===== src/rtl/bwi_pkg.sv =====
// Package: default geometry shared by the wait-state inserter modules.
// Assumes register width is a multiple of the field width.
package bwi_pkg;
    localparam int unsigned DEF_AREAS   = 8;
    localparam int unsigned DEF_FIELD_W = 2;
    localparam int unsigned DEF_REG_W   = 8;
endpackage


===== src/rtl/bwi_regs.sv =====
// Module: bwi_regs
// Holds the wait-control registers and presents them as one flat word
// (register 0 in the low bits). Assumes a synchronous active-low reset.
// Hardware standby forces all ones; nothing else but a write changes them.
module bwi_regs #(
    parameter int unsigned NREGS = 2,
    parameter int unsigned REG_W = 8,
    parameter int unsigned SEL_W = 1
) (
    input  logic                   clk,
    input  logic                   rst_n,
    input  logic                   hw_stby,
    input  logic                   wr_en,
    input  logic [SEL_W-1:0]       wr_sel,
    input  logic [REG_W-1:0]       wr_data,
    input  logic [SEL_W-1:0]       rd_sel,
    output logic [REG_W-1:0]       rd_data,
    output logic [NREGS*REG_W-1:0] regs_flat
);

    genvar gi;
    generate
        for (gi = 0; gi < NREGS; gi++) begin : g_reg
            // Purpose: one register, preset by reset or hardware standby, else loaded by write.
            always_ff @(posedge clk) begin
                if (!rst_n || hw_stby)
                    regs_flat[gi*REG_W +: REG_W] <= '1;
                else if (wr_en && (wr_sel == SEL_W'(gi)))
                    regs_flat[gi*REG_W +: REG_W] <= wr_data;
            end
        end
    endgenerate

    // Purpose: side-effect-free readback mux.
    assign rd_data = regs_flat[rd_sel*REG_W +: REG_W];

    AST_STBY_ONES: assert property (@(posedge clk) disable iff (!rst_n)
        hw_stby |=> (regs_flat == '1));
    AST_REG_HOLD: assert property (@(posedge clk) disable iff (!rst_n)
        (!wr_en && !hw_stby) |=> $stable(regs_flat));

endmodule


===== src/rtl/bwi_sel.sv =====
// Module: bwi_sel
// Picks the wait count for the current access from the flat field word.
// Assumes AREAS is a power of two, so every area code is valid.
// Returns zero for on-chip targets or areas with three-state access off.
module bwi_sel #(
    parameter int unsigned AREAS   = 8,
    parameter int unsigned FIELD_W = 2,
    parameter int unsigned AREA_W  = 3
) (
    input  logic [AREAS*FIELD_W-1:0] fields,
    input  logic [AREA_W-1:0]        area,
    input  logic                     ext,
    input  logic [AREAS-1:0]         ast_en,
    output logic [FIELD_W-1:0]       waits
);

    // Purpose: gate the per-area field by target type and enable bit.
    always_comb begin
        if (ext && ast_en[area])
            waits = fields[area*FIELD_W +: FIELD_W];
        else
            waits = '0;
    end

endmodule


===== src/rtl/bwi_counter.sv =====
// Module: bwi_counter
// Down-counter that stretches one access: loads the wait count at the start,
// shows wait for that many cycles, then gives ready for one cycle.
// Assumes starts during a running access are to be ignored.
module bwi_counter #(
    parameter int unsigned CNT_W = 2
) (
    input  logic             clk,
    input  logic             rst_n,
    input  logic             mrst_n,
    input  logic             sw_stby,
    input  logic             start,
    input  logic [CNT_W-1:0] load_val,
    output logic             wait_o,
    output logic             ready_o
);

    logic             active;
    logic [CNT_W-1:0] cnt;

    // Purpose: track the access, counting waits down to the ready cycle.
    always_ff @(posedge clk) begin
        if (!rst_n || !mrst_n || sw_stby) begin
            active <= 1'b0;
            cnt    <= '0;
        end else if (!active) begin
            if (start) begin
                active <= 1'b1;
                cnt    <= load_val;
            end
        end else if (cnt != '0) begin
            cnt <= cnt - 1'b1;
        end else begin
            active <= 1'b0;
        end
    end

    // Purpose: decode the handshake outputs from the counter state.
    assign wait_o  = active && (cnt != '0);
    assign ready_o = active && (cnt == '0);

    AST_READY_ONE: assert property (@(posedge clk) disable iff (!rst_n)
        ready_o |=> !ready_o);
    AST_COUNT_DOWN: assert property (@(posedge clk) disable iff (!rst_n || !mrst_n || sw_stby)
        wait_o |=> (cnt == $past(cnt) - 1'b1));
    AST_START_TAKEN: assert property (@(posedge clk) disable iff (!rst_n || !mrst_n || sw_stby)
        (start && !wait_o && !ready_o) |=> (wait_o || ready_o));
    always_comb begin
        AST_WAIT_EXCL: assert (!(wait_o && ready_o));
    end

endmodule


===== src/rtl/bus_wait_inserter.sv =====
// Module: bus_wait_inserter (top)
// Adds programmable wait states per external area to each bus access.
// Assumes acc_start is a one-cycle strobe from the bus sequencer, and that
// area, target and enable inputs are valid in that cycle.
module bus_wait_inserter #(
    parameter int unsigned AREAS   = bwi_pkg::DEF_AREAS,
    parameter int unsigned FIELD_W = bwi_pkg::DEF_FIELD_W,
    parameter int unsigned REG_W   = bwi_pkg::DEF_REG_W,
    localparam int unsigned NREGS  = AREAS * FIELD_W / REG_W,
    localparam int unsigned SEL_W  = (NREGS > 1) ? $clog2(NREGS) : 1,
    localparam int unsigned AREA_W = $clog2(AREAS)
) (
    input  logic              clk,
    input  logic              rst_n,
    input  logic              mrst_n,
    input  logic              hw_stby,
    input  logic              sw_stby,
    input  logic              acc_start,
    input  logic [AREA_W-1:0] acc_area,
    input  logic              acc_ext,
    input  logic [AREAS-1:0]  ast_en,
    input  logic              wr_en,
    input  logic [SEL_W-1:0]  wr_sel,
    input  logic [REG_W-1:0]  wr_data,
    input  logic [SEL_W-1:0]  rd_sel,
    output logic [REG_W-1:0]  rd_data,
    output logic              wait_o,
    output logic              ready_o
);

    logic [NREGS*REG_W-1:0] regs_flat;
    logic [FIELD_W-1:0]     sel_waits;

    bwi_regs #(.NREGS(NREGS), .REG_W(REG_W), .SEL_W(SEL_W)) u_regs (
        .clk(clk), .rst_n(rst_n), .hw_stby(hw_stby),
        .wr_en(wr_en), .wr_sel(wr_sel), .wr_data(wr_data),
        .rd_sel(rd_sel), .rd_data(rd_data), .regs_flat(regs_flat)
    );

    bwi_sel #(.AREAS(AREAS), .FIELD_W(FIELD_W), .AREA_W(AREA_W)) u_sel (
        .fields(regs_flat), .area(acc_area), .ext(acc_ext),
        .ast_en(ast_en), .waits(sel_waits)
    );

    bwi_counter #(.CNT_W(FIELD_W)) u_cnt (
        .clk(clk), .rst_n(rst_n), .mrst_n(mrst_n), .sw_stby(sw_stby),
        .start(acc_start), .load_val(sel_waits),
        .wait_o(wait_o), .ready_o(ready_o)
    );

    AST_NO_WAIT_INT: assert property (@(posedge clk) disable iff (!rst_n || !mrst_n || sw_stby)
        (acc_start && !acc_ext && !wait_o && !ready_o) |=> ready_o);
    AST_SW_STBY_IDLE: assert property (@(posedge clk) disable iff (!rst_n)
        sw_stby |=> (!wait_o && !ready_o));

endmodule


===== config.mk =====
export PLATFORM = sky130hd
export DESIGN_NAME = bus_wait_inserter
export DESIGN_NICKNAME = d
export VERILOG_FILES = /design/src/rtl/bwi_pkg.sv /design/src/rtl/bwi_regs.sv /design/src/rtl/bwi_sel.sv /design/src/rtl/bwi_counter.sv /design/src/rtl/bus_wait_inserter.sv
export SDC_FILE = /design/constraint.sdc
export NUM_CORES = 1
export LEC_CHECK = 0
export CAP_MARGIN = 20
export CORE_MARGIN = 10
export CORE_UTILIZATION = 55
export CTS_BUF_LIST = sky130_fd_sc_hd__clkbuf_8 sky130_fd_sc_hd__clkbuf_16
export CTS_CLUSTER_SIZE = 28
export DETAILED_ROUTE_END_ITERATION = 6
export DONT_BUFFER_PORTS = 1
export PLACE_DENSITY = 0.73
export SLEW_MARGIN = 20
export SYNTH_ARGS = -nofsm -noshare
export SYNTH_HDL_FRONTEND = slang
export SYNTH_SLANG_ARGS = --single-unit

===== constraint.sdc =====
create_clock -name clk -period 1.49 [get_ports clk]
set_clock_uncertainty 0.05 [all_clocks]
set_input_delay 0.298 -clock clk [delete_from_list [all_inputs] [get_ports clk]]
set_output_delay 0.298 -clock clk [all_outputs]
set_load 0.005 [all_outputs]

==> metrics.md, run 1 <==
| Metric | Value |
|---|---|
| Number of global-route vias before repair | around 900 |
| Clk Tree Root Cell | clkbuf_8 |
| Top-count cell post-synth | nand2_1 |
| Antenna Cells | 0 |
| Die Height | 64.0 microns |
| Met1 usage | about 14% |
| Max Cap Viol | 0 |
| Routed len/inst | 17.5 microns |
| H-tree lvl count | 1 |
| Fmax | around 0.69 GHz |
| Primary FF master, synth | dfxtp_1 |
| Post-synth EDFFs | 0 |
| Crit share post-route | just under 100% |
| Core Util, Final | around 64% |
| Starting DRC count in detailed routing | 33 |
| DRC | 0 |
| Drt pass-1 iters | 4 |
| CP required | 1140 ps |
| Clock Path Buffers | 2 |
| Placed insts | 140 |
| Via density | between 5 and 6 |
| Top cells by area, synth | dfxtp_1, nand2_1, mux2_2 |
| Setup repair after global routing missed its margin | true |
| Top post-synthesis cells by count | nand2_1, dfxtp_1, nand3_1 |
| Pwr per Cell Area | 894 nW/um^2 |
| Mapped Nets | between 150 and 200 |
| Library cells used by synthesis | 23 |
| Sink Count | 19 |
| GRT overflow | 0 |
| Routed WL | 2560 microns |
| Slew @ Worst Pin | 332 ps |
| Worst-path clk slew | roughly 70 ps |
| Hold Path Stages | 1 |
| Min Tclk post-route | about 1400 ps |
| Row cnt | 15 |
| Share of synthesized flip-flops with an asynchronous set or reset | 0% |
| Cells after Synth | around 120 |
| Hold_ws | around 57 ps |
| Hold Crit Class | in -> reg |
| Non-filler cells, final | approximately 150 |
| Top-area cell type share of the netlist area | roughly 36% |
| I/O Pins | 39 |
| Worst Setup Start Kind | flop |
| Total GRT Usage | 13.5% |
| CP peak stage delay | between 300 and 400 ps |
| Crit Reg-Reg Endpoint | u_cnt.cnt[1] |
| Worst-Skew Late Latency | around 260 ps |
| Leakage | between 0.4 and 0.5 nW |
| Routed via count | ~860 |
| Crit-path slowest cell | dfxtp_2 |
| Cts bufs inserted | 3 |
| GR peak layer | met2 |
| Routed Antenna Nets | 0 |
| Worst Hold End | u_cnt.active |
| Largest net degree at the start of global routing | 17 |
| Synth warnings | 0 |
| Max-slew headroom | 77.9% |
| Die span in x | roughly 64 microns |
| Synth area leader | dfxtp_1 |
| CP arrival | 1100 ps |
| Post-synthesis average cell area | 8.79 sq um |
| CP cell instances | inv_1 -> ha_2 -> nor2b_2 -> buf_4 |
| CP delay by family, top | flip-flops |
| Layout fillers | ~150 |
| Post-DP HPWL | 2060 microns |
| Placer congestion estimate | approximately 0.77 |
| Hold Crit Start | sw_stby |
| Outcome | finished, final reports clean |
| Initial antenna violation count | 0 |
| CTS tree | yes |
| Pins over their slew limit | 0 |
| M3 GR Usage | under 10% |
| Final net count | roughly 150 |
| Met2 Use GR | 23.1% |
| Core ar. | ~1800 sq um |
| Area grow syn2layout | 7.29% |
| Maximum vdd drop | 0.000577 V |
| Worst path bufs/invs | 2 |
| Reg2reg start | u_regs.regs_flat[15] |
| Share of layout cells above drive strength 1 | 24.8% |
| Final hold vios | 0 |
| Die ar. | approximately 4100 sq um |
| CP startpoint | u_cnt.cnt[0] |
| Power, Total | 1.02 mW |
| PortBufs | 0 |
| Critical path fanouts, max | 3 |
| Starting density of the core | 59.6% |
| Global-route wire length before repair | ~4500 microns |
| CP Class | reg -> out |
| Reg2Reg Setup Slack | around 90 ps |
| Sequential area share after synthesis | 35.8% |
| Seq cells post-synth | 19 |
| Synth Cell Area | approximately 1100 sq um |
| Crit. End Element | primary output |
| Setup violations, final | 0 |
| R2r worst-path depth | 4 |
repair_timing:
action / CTS / global route
gates resized for setup: 2 / 1
hold buffers: 0 / 0
buffers inserted: 1 / 1
endpoints found under the setup margin: 1 / 2
metal layers:
| layer | up-vias | part of all wire (%) | wire (microns) |
|---|---|---|---|
| li1 | 416 | - | - |
| met1 | 402 | 39 | 994 |
| met2 | 40 | 49 | 1250 |
| met3 | 5 | 11 | 281 |
| met4 | 0 | 1.4 | 35 |
| met5 | - | 0 | 0 |
state kept, by name, summed over array words and instances, names as in the netlist:
| signal | count |
|---|---|
| u_cnt.active | 1 |
| u_cnt.cnt | 2 |
| u_regs.regs_flat | 16 |
worst max path at each step:
stage	to	slack [ps]	cells past startpoint
floorplan	u_cnt.cnt[1]	6	5
global placement	u_cnt.cnt[1]	110	4
detailed placement	u_cnt.cnt[1]	100	4
CTS	wait_o	30	4
global route	u_cnt.cnt[1]	-20	4
finish	wait_o	40	4
layout make-up:
type                    count  area, sq um  area share, %
clock buffers               3         41.3           3.62
well taps                  25         31.3           2.74
multi-input cells          91          638           55.9
flip-flops and latches     19          382           33.4
repair buffers              5         37.5           3.29
clock inverters             1         3.75          0.329
inverters                   2         7.51          0.658
placed cells by master, fill, tap and decap left out, types with 2 or more instances in the layout:
master	count
buf_4	5
a41oi_2	2
nand3_1	17
mux2i_1	2
clkbuf_8	3
mux2_2	9
nor2_1	5
nor2b_1	3
dfxtp_1	18
mux4_2	5
and2_1	2
a21oi_1	2
nand2_1	34
inv_1	3
stage by stage:
step | worst slack [ps] | instance area, sq um | TNS (ps)
after floorplan | 5.84 | 1080 | 0
final | 44.2 | 1140 | 0
after detailed placement | 96.7 | 1070 | 0
after global routing | -15.7 | 1140 | -21.5
after global placement | 113 | 1070 | 0
after CTS | 25.2 | 1130 | 0
worst reg2reg max path, delay by kind of cell, from the launching register on:
kind	cells	cell delay (ps)
AO/OA/AOI/OAI	1	140
flip-flops	1	330
multiplexers	2	720
AND/OR/NAND/NOR	1	50
where the power goes:
group	leakage [nW]	internal (mW)	total, mW	switching, mW
Combinational	0.267	0.0678	0.131	0.0635
Sequential	0.156	0.525	0.537	0.0123
Clock	0.0269	0.183	0.351	0.168
cell families (layout without fill, tap and decap cells):
group | count (synthesis) | after routing | synth area share [%]
AND/OR/NAND/NOR | 67 | 67 | 28.5
buffers and inverters | 11 | 11 | 6.00
flip-flops | 19 | 19 | 35.8
AO/OA/AOI/OAI | 6 | 6 | 4.82
multiplexers | 17 | 17 | 23.8
adder cells (fa/ha/maj) | 1 | 1 | 1.18
No activity file was read; power rests on OpenSTA's default activity.
==> inputs of run 2 (changes only) <==
--- a/config.mk
+++ b/config.mk
@@ -16,4 +16,5 @@
 export SLEW_MARGIN = 20
 export SYNTH_ARGS = -nofsm -noshare
 export SYNTH_HDL_FRONTEND = slang
+export SYNTH_HIERARCHICAL = 1
 export SYNTH_SLANG_ARGS = --single-unit
==> metrics.md, run 2 <==
| Metric | Value |
|---|---|
| Outcome | finished, final reports clean |
| Worst-Skew Late Latency | 260 ps (about the same) |
| Area grow syn2layout | 6.90% |
| Post-synth EDFFs | 0 (unchanged) |
| Max-slew headroom | 74.3% (-3.5 points) |
| I/O Pins | 39 (unchanged) |
| Power share of the clock group | 35.2% (+0.8 points) |
| Sequential area share after synthesis | 32.8% (-3.0 points) |
| Mapped Nets | 154 (+2.0%) |
| Library cells used by synthesis | 28 (+22%) |
| Number of global-route vias before repair | 876 (-5.4%) |
| Worst-path clk slew | 70 ps (about the same) |
| H-tree lvl count | 1 (unchanged) |
| Die span in x | 65.9 microns (+3.1%) |
| Slew @ Worst Pin | 385 ps (+53.2 ps) |
| Final net count | 154 (+1.3%) |
| Via density | 6.11 (+3.4%) |
| Largest registers | u_regs/regs_flat x16, u_cnt/cnt x2, u_cnt/active x1 |
| Most frequent cells in the layout | dfxtp_1, inv_1, o21ai_0, nand3b_1, a21oi_1 |
| Synth area leader | dfxtp_1 |
| Layout fillers | 171 (+13%) |
| Clk Tree Root Cell | clkbuf_8 |
| Routed len/inst | 18.6 microns (+6.2%) |
| CP cell instances | mux4_2 -> mux2i_1 -> nor4_1 -> a32oi_1 -> a21oi_1 |
| Pins over their slew limit | 0 (unchanged) |
| Core ar. | 1980 sq um (+11%) |
| Reg2reg start | u_regs/regs_flat[14] |
| Maximum vdd drop | 0.000582 V (+0.89%) |
| Initial antenna violation count | 0 (unchanged) |
| Pint | 0.776 mW (about the same) |
| Crit-path slowest cell | mux4_2 |
| Net Sw Frac | 23.3% (-0.59 points) |
| Pwr per Cell Area | 815 nW/um^2 (-8.8%) |
| Storage element area | 389 sq um (+2.0%) |
| Clock Path Buffers | 2 (unchanged) |
| Sequential cell fraction of total power | 52.5% (-0.2 points) |
| Top-area cell type share of the netlist area | 32.8% (-3.0 points) |
| Starting density of the core | 58.6% (-1.1 points) |
| Routed via count | 917 (+6.3%) |
| Fmax | 0.694 GHz (+0.30%) |
| Share of synthesized flip-flops with an asynchronous set or reset | 0% (unchanged) |
| Antenna Cells | 0 (unchanged) |
| Largest Register | u_regs/regs_flat |
| Total negative slack | 0 ps (unchanged) |
| Sink Count | 19 (unchanged) |
| Synth Cell Area | 1160 sq um (+9.2%) |
| CP Class | reg -> reg |
| Top post-synthesis cells by count | dfxtp_1, inv_1, a21oi_1, nand3b_1, o21ai_0 |
| Primary FF master, synth | dfxtp_1 |
| Min Tclk post-route | 1440 ps (-4.39 ps) |
| GRT overflow | 0 (unchanged) |
| Cts bufs inserted | 3 (unchanged) |
| Synth warnings | 6 (+6) |
| Hold_ws | 161 ps (+104 ps) |
| P_sw | 0.236 mW (-3.2%) |
| Combinational Power Share | 12.3% (-0.6 points) |
| Post-DP HPWL | 2140 microns (+3.8%) |
| CTS tree | yes |
| CP arrival | 1540 ps (+440 ps) |
| Die ar. | 4350 sq um (+6.3%) |
| Share of layout cells above drive strength 1 | 30.9% (+6.1 points) |
| Largest net degree at the start of global routing | 26 (+9) |
| Final hold vios | 0 (unchanged) |
| Max Cap Viol | 0 (unchanged) |
| Top cells by area, synth | dfxtp_1, mux4_2, o211ai_2 |
| Crit path capture | u_cnt/cnt[0] |
| Global-route wire length before repair | 4440 microns (-0.47%) |
| CP required | 1580 ps (+440 ps) |
| Worst Setup Start Kind | flop |
| Setup repair after global routing missed its margin | true |
| Crit share post-route | 96.7% (-0.29 points) |
| Crit Reg-Reg Endpoint | u_cnt/cnt[0] |
| Hold Crit Class | in -> reg |
| DRC | 0 (unchanged) |
| Crit. End Element | flop |
| PortBufs | 0 (unchanged) |
| Leakage | 0.509 nW (+13%) |
| Critical path fanouts, max | 2 (-1) |
| Placer congestion estimate | 0.767 (-0.38%) |
| Total GRT Usage | 13.0% (-0.53 points) |
| Setup violations, final | 0 (unchanged) |
| Most common cell after layout, fill and taps aside | dfxtp_1 |
| Die Height | 65.9 microns (+3.1%) |
| CP peak stage delay | 470 ps (+130 ps) |
| Drt pass-1 iters | 4 (unchanged) |
| Routed Antenna Nets | 0 (unchanged) |
| Seq cells post-synth | 19 (unchanged) |
| Reg2Reg Setup Slack | 50 ps (-40 ps) |
| Row cnt | 16 (+1) |
| Multi-input logic area | 693 sq um (+8.6%) |
| Post-synthesis average cell area | 9.36 sq um (+6.5%) |
| Starting DRC count in detailed routing | 48 (+45%) |
| Top-count cell post-synth | dfxtp_1 |
| Cells after Synth | 124 (+2.5%) |
| Largest register FFs | 16 (unchanged) |
| Routed WL | 2790 microns (+9.1%) |
| Core Util, Final | 62.6% (-1.4 points) |
| R2r worst-path depth | 5 (+1) |
| CP startpoint | u_regs/regs_flat[14] |
-- run 2: kinds of logic after synthesis --
group / after synthesis / share of synthesized area [%]
flip-flops: 19 / 32.8
AND/OR/NAND/NOR: 36 / 21.0
buffers and inverters: 21 / 8.62
multiplexers: 9 / 13.4
adder cells (fa/ha/maj): 1 / 1.08
AO/OA/AOI/OAI: 38 / 23.2
-- run 2: worst min path at each step --
stage	startpoint	to	depth (start not counted)	slack, ps
after floorplan	u_cnt/cnt[0]	u_cnt/cnt[0]	2	400
after global placement	u_cnt/cnt[0]	u_cnt/cnt[0]	2	420
after detailed placement	u_cnt/cnt[0]	u_cnt/cnt[0]	2	430
after CTS	wr_en	u_regs/regs_flat[2]	2	160
after global routing	wr_en	u_regs/regs_flat[4]	2	160
final	wr_en	u_regs/regs_flat[2]	2	160
-- run 2: layout make-up --
class | instances | area share (%)
Sequential cell | 19 | 31.4
Inverter | 11 | 3.33
Multi-Input combinational cell | 84 | 55.8
Timing Repair Buffer | 5 | 3.02
Tap cell | 27 | 2.72
Clock buffer | 3 | 3.33
Clock inverter | 1 | 0.403
-- run 2: what timing repair did --
item                                    CTS  global route
buffers inserted                          0             3
hold buffers                              0             0
resized for setup                         0             8
endpoints found under the hold margin     0             0
endpoints found under the setup margin    0             3
-- run 2: layer usage --
metal  vias up  track usage, %  wire length [microns]
li1        447               -                      -
met1       428            15.2                   1100
met2        38            20.5                   1340
met3         4            5.25                    324
met4         0            5.50                     31
met5         -               0                      0
-- run 2: worst max-delay path: cells and delay by family (launching register included) --
kind | cells | cell delay (ps)
multiplexers | 2 | 610
AO/OA/AOI/OAI | 2 | 280
flip-flops | 1 | 330
AND/OR/NAND/NOR | 1 | 70
-- run 2: metrics by stage --
stage	total power, mW	area [sq um]	std cells	worst slack (ps)
2_1_floorplan	0.680	1200	124	-33.4
3_3_place_gp	0.661	1160	143	20.8
3_5_place_dp	0.665	1160	143	-18.4
4_1_cts	1.02	1210	147	7.41
5_1_grt	1.06	1240	150	-36.7
6_report	1.01	1240	150	48.5
-- run 2: power groups by stage --
stage          Clock, mW  Combinational, mW  Sequential [mW]
2_1_floorplan          0              0.141            0.539
3_3_place_gp           0              0.119            0.542
3_5_place_dp           0              0.123            0.542
4_1_cts            0.366              0.123            0.530
5_1_grt            0.394              0.138            0.533
6_report           0.356              0.125            0.531
